<file path="src/rtl/ptp_ts_holdbuf.sv">
module ptp_ts_holdbuf #(
  parameter int  SEQ_W   = 16,
  parameter int  TS_W    = 64,
  parameter int  RW      = 32,
  parameter int  AW      = 2,
  parameter bit  TX_MODE = 1'b1
) (
  input  logic            clk,
  input  logic            rst_n,
  input  logic            cap_stb,
  input  logic            cap_sw,
  input  logic [SEQ_W-1:0] cap_seq,
  input  logic            tx_ts_stb,
  input  logic [TS_W-1:0] clk_now,
  input  logic [AW-1:0]   reg_addr,
  input  logic            reg_wr,
  input  logic [RW-1:0]   reg_wdata,
  output logic [RW-1:0]   reg_rdata
);
  localparam int B_RDY  = SEQ_W;
  localparam int B_WAIT = SEQ_W + 1;
  localparam int B_SRC  = SEQ_W + 2;
  localparam int B_LOST = SEQ_W + 3;
  localparam int PAD_W  = RW - B_LOST - 1;
  localparam logic [AW-1:0] A_STAT = AW'(0);
  localparam logic [AW-1:0] A_LO   = AW'(1);
  localparam logic [AW-1:0] A_HI   = AW'(2);

  logic [SEQ_W-1:0] seq_q;
  logic [TS_W-1:0]  ts_q;
  logic             rdy_q, wait_q, src_q, lost_q;

  wire rel  = reg_wr && (reg_addr == A_STAT) && reg_wdata[B_RDY];
  wire busy = !rel && (rdy_q || wait_q);
  wire take = cap_stb && !busy;
  wire drop = cap_stb && busy;
  wire done = TX_MODE && tx_ts_stb && wait_q && !rel;

  always_ff @(posedge clk) begin
    if (!rst_n) begin
      seq_q  <= '0;
      ts_q   <= '0;
      rdy_q  <= 1'b0;
      wait_q <= 1'b0;
      src_q  <= 1'b0;
      lost_q <= 1'b0;
    end else begin
      if (rel) begin
        seq_q  <= '0;
        ts_q   <= '0;
        rdy_q  <= 1'b0;
        wait_q <= 1'b0;
        src_q  <= 1'b0;
        lost_q <= 1'b0;
      end
      if (drop) lost_q <= 1'b1;
      if (take) begin
        seq_q <= cap_seq;
        if (TX_MODE) begin
          wait_q <= 1'b1;
          src_q  <= cap_sw;
        end else begin
          rdy_q <= 1'b1;
          ts_q  <= clk_now;
        end
      end
      if (done) begin
        wait_q <= 1'b0;
        rdy_q  <= 1'b1;
        ts_q   <= clk_now;
      end
    end
  end

  wire [RW-1:0] stat = {{PAD_W{1'b0}}, lost_q, src_q, wait_q, rdy_q, seq_q};

  always_comb begin
    case (reg_addr)
      A_STAT:  reg_rdata = stat;
      A_LO:    reg_rdata = ts_q[RW-1:0];
      A_HI:    reg_rdata = ts_q[TS_W-1:RW];
      default: reg_rdata = '0;
    endcase
  end


  one_state_chk: assert property (@(posedge clk) disable iff (!rst_n)
    !(rdy_q && wait_q));


  hold_stable_chk: assert property (@(posedge clk) disable iff (!rst_n)
    (cap_stb && rdy_q && !rel) |=> ($stable(seq_q) && $stable(ts_q)));


  loss_set_chk: assert property (@(posedge clk) disable iff (!rst_n)
    (cap_stb && (rdy_q || wait_q) && !rel) |=> lost_q);


  loss_sticky_chk: assert property (@(posedge clk) disable iff (!rst_n)
    (lost_q && !rel) |=> lost_q);


  depart_chk: assert property (@(posedge clk) disable iff (!rst_n)
    (wait_q && tx_ts_stb && !rel) |=> (rdy_q && !wait_q && ts_q == $past(clk_now)));


  release_chk: assert property (@(posedge clk) disable iff (!rst_n)
    (rel && !cap_stb) |=> (!rdy_q && !wait_q && !lost_q && ts_q == '0));


  rx_bits_chk: assert property (@(posedge clk) disable iff (!rst_n)
    !TX_MODE |-> (!wait_q && !src_q));
endmodule

</file>
<file path="config.mk">
export PLATFORM = sky130hd
export DESIGN_NAME = ptp_ts_holdbuf
export DESIGN_NICKNAME = d
export VERILOG_FILES = /design/src/rtl/ptp_ts_holdbuf.sv
export SDC_FILE = /design/constraint.sdc
export NUM_CORES = 1
export LEC_CHECK = 0
export ABC_AREA = 1
export BUFFER_PORTS_ARGS = -buffer_cell sky130_fd_sc_hd__buf_4
export CELL_PAD_IN_SITES_DETAIL_PLACEMENT = 2
export CELL_PAD_IN_SITES_GLOBAL_PLACEMENT = 2
export CORE_MARGIN = 1.5
export CORE_UTILIZATION = 27
export DETAILED_ROUTE_END_ITERATION = 12
export PLACE_DENSITY_LB_ADDON = 0.1
export SKIP_LAST_GASP = 1
export SLEW_MARGIN = 20
export SYNTH_ARGS = -nofsm -noshare
export SYNTH_HDL_FRONTEND = slang
export SYNTH_SLANG_ARGS = --single-unit
</file>
<file path="constraint.sdc">
create_clock -name clk -period 1.64 [get_ports clk]
set_input_delay 0.41 -clock clk [delete_from_list [all_inputs] [get_ports clk]]
set_output_delay 0.41 -clock clk [all_outputs]
set_load 0.01 [all_outputs]
</file>
== Word-level counts from Yosys, hierarchy flattened ==
Cells that the tools add are included.

* Output and inout port bits: 32
* Flip-flop bits (word level): 84
* Input bits: 120
* Logic and storage cells: 34

* Eq/ne operators: 2
* Reductions and logical operators: 15
* Mux-type cells: 10
* Bitwise operators: 1

{| class="wikitable"
|+ Operator list
! cell !! count
|-
| two-way mux 64 bit || 2
|-
| one-hot mux 32 bit (3 select lines) || 1
|-
| two-way mux 16 bit || 2
|-
| logical AND 1 bit || 7
|-
| nonzero test 2 bit || 3
|-
| two-way mux 1 bit || 5
|-
| == test 2 x 1 -> 1 bit, second input constant || 1
|-
| == test 2 bit, second input constant || 1
|-
| zero test 1 bit || 2
|-
| zero test 2 bit || 1
|-
| OR reduction 2 bit || 1
|-
| logical OR 1 bit || 1
|-
| NOT 1 bit || 1
|}

== Logic depth before layout (Yosys ltp) ==
* Word-level depth: 8
* Mapped depth: 7
* Depth with buffers taken out: 6

== Worst setup path before layout ==
No wires, ideal clock.

* Path kind: input-to-output
* Start point: input reg_addr[0]
* End point: output reg_rdata[20]
* Data arrival time: 1270 ps
* Required time: 1230 ps
* Stages: 5
* Setup slack: -40 ps
* Path through: buf_4 or2_1 buf_2 buf_2 o21ai_1

* Word-level cells in the longest chain between the ends: 2
* Elaborated cells between the ends (all ways): 4
* Classes of those cells: eq/ne (2); mux (1); reduce/logical (1)

{| class="wikitable"
|+ RTL lines
! what !! RTL line !! RTL
|-
| start: declaration || 15 || <nowiki>input logic [AW-1:0] reg_addr,</nowiki>
|-
| == test 2 bit (tied with other cells) || 78 || <nowiki>case (reg_addr)</nowiki>
|-
| one-hot mux 32 bit (3 select lines) * || 78 ||
|-
| end: declaration || 18 || <nowiki>output logic [RW-1:0] reg_rdata</nowiki>
|}

Every way passes the cells marked *; elsewhere a longest branch is shown, timed or not.

== Worst setup path after layout ==
* Start point: input reg_addr[0]
* End point: output reg_rdata[4]

The elaborated chain is that of the path after synthesis.

==> impl_metrics.toml <==
[sta]
whs_ns = 0.3385
setup_tns_ns = -1.205
fin_ws_ns = -0.07720
setup_violations = 28
fin_crit_sh_pct = 104.7
rsz0062_at_grt = "yes"
finalHoldViolations = 0
period_needed_ns = 1.717
slew_headroom_pct = 65.83
max_freq_ghz = 0.5823
skew_ns = 0.005160
tightest_slew_ns = 0.5108
drv_slew = 0

[synthesis]
yosys_register_bits = 84
synthArstFlopShare_pct = 0
yosys-top-cells-area = "dfxtp_1 41%, nand3_1 22%, a21oi_1 10%"
synth_top_area_share_pct = 41.14
ys.warnings.count = 0
synth_common_cells = "177 x nand3_1, 84 x a21oi_1, 84 x dfxtp_1"
yosysMostFrequentCell = "nand3_1"
syn_nets = 642
synthFlopType = "dfxtp_1"
synth_edf_count = 0
synth_largest_area_cell = "dfxtp_1"
synthCells = 522
synth_area_um2 = 4088
synth_cell_types = 21
avgSynthCellArea_um2 = 7.831
synth_seq_area_share_pct = 41.14

[drt]
wl_per_cell_um = 18.83
drtIter0Drc = 166
wl_met2_mm = 7.196
num_vias = 4131
drtPass1Iterations = 8
remaining_drc_errors = 7
wl_met3_um = 536
wl_met1_mm = 7.425
ant_nets = 0
via_per_inst = 5.069
top_layer_used = "met4"
wl_mm = 15.34

[grt]
grt_max_degree = 45
grt_pass1_wl_mm = 24.17
grt_pass1_vias = 4467
antenna_found_initial = 0
grt.overflow.total = 0
grtUsageTotal_pct = 19.52

[cts]
clk_pin_slew_ns = 0.06
ctsHoldBuffers = 0
cts_tree = "built"
clockBufferDepth = 2
clock_latency_ns = 0.34
clockRootBuffer = "clkbuf_16"
clock_sinks = 84
cts_buffers = 9
h-tree-depth = 3

[worst_hold_path]
hold_class = "input pin to flip-flop"
hold_path_depth = 3
worstHoldStart = "rst_n"

[outcome]
status = "finished, violations left"
violations = "DRC, setup timing"

[final_layout]
design_area_um2 = 5695
num-nets-final = 746
final_layout_size_suffix_gt1_share_pct = 33.28
area_delta_synth_final_pct = 39.33
diodes = 0
fillers = 1639

[placement]
placed_area_um2 = 5175
port_buffers = 120
gp_congestion = 0.7699
dp_hpwl_mm = 10.70

[die]
die_w_um = 126.0
initial_utilization_pct = 27.91
pin_count = 152
rows = 44
coreArea_um2 = 14640
fp.dieH_um = 126.0
die_area_um2 = 15890

[worst_setup_path]
endpoint_kind = "output port"
rr_worst_depth = 5
reg2reg_from = "wait_q"
path_class = "input pin to output port"
cp-start-kind = "input pin"
arrival_ns = 1.31
cp-startpoint = "reg_addr[0]"
path_max_fanout = 12
cp_data_required_time_ns = 1.23

[pwr]
peakVddDrop_mv = 0.4646
power_per_cell_area_nw_per_um2 = 899.2
p_leak_nw = 2.205

[flow_run]
cap_violations = 0
## cell type report
class | count | area [um^2] | area share [%]
multi-input cells | 343 | 2023 | 35.52
flip-flops and latches | 84 | 1682 | 29.53
repair buffers | 149 | 1313 | 23.04
clock buffers | 16 | 301.5 | 5.294
well taps | 184 | 230.2 | 4.042
inverters | 39 | 146.4 | 2.570
## routing by layer
metal	vias to the layer above	GRT usage, %
met5	-	0
met3	12	2.591
met2	80	32.00
li1	2044	-
met1	1995	26.85
met4	0	5.680
## report_power, final
part | total (mW) | internal (mW) | switching, mW
clock | 2.04 | 1.24 | 0.804
sequential | 2.21 | 2.14 | 0.0661
combinational | 0.871 | 0.395 | 0.476
## state kept, by name, indices dropped and copies added, names as in the netlist
name	count
lost_q	1
rdy_q	1
seq_q	16
src_q	1
ts_q	64
wait_q	1
## cells in the final DEF (no fill, tap or decap), drive strengths merged
cell | netlist | final
a21oi | 84 | 84
buf | 37 | 149
clkbuf | 19 | 16
clkinv | 1 | 1
dfxtp | 84 | 84
inv | 38 | 38
nand2 | 30 | 30
nand3 | 177 | 177
nor2 | 2 | 2
o211ai | 37 | 37
o21ai | 12 | 12
or2 | 1 | 1
## cell families after synthesis
kind of cell           share of synthesized area [%]
DFF                                            41.14
buffers and inverters                          12.06
and+or+nand+nor                                25.80
AOI/OAI and AO/OA                              21.00
## worst max-delay path: stages
cell and delay (ns):
buf_8 0.10, or2_4 0.30, buf_12 0.17, o211ai_2 0.17, buf_4 0.15
## stage by stage
| stage | cells | setup slack, ns | utilization, % | total power [mW] |
|---|---|---|---|---|
| 2_1_floorplan | 522 | -0.04032 | - | 2.677 |
| 3_3_place_gp | 795 | -0.1513 | 35.34 | 3.049 |
| 3_5_place_dp | 795 | -0.2066 | 35.34 | 3.075 |
| 4_1_cts | 816 | -0.1106 | 38.71 | 5.184 |
| 5_1_grt | 815 | -0.1077 | 38.89 | 5.354 |
| 6_report | 815 | -0.07720 | 38.89 | 5.121 |
## what timing repair did
| action | in CTS | in global routing |
|---|---|---|
| gates resized for setup | 31 | 13 |
| endpoints found under the setup margin | 32 | 61 |
| pin swaps | 2 | 1 |
| cloned | 2 | 0 |
| buffers inserted | 3 | 0 |
## path summary, 6_finish.rpt
path / endpoint / slack, ns
min reg2reg: ts_q[1] / 0.48
min: wait_q / 0.34
max: reg_rdata[4] / -0.08
max reg2reg: seq_q[4] / 0.23
No activity file was read; power rests on OpenSTA's default activity.
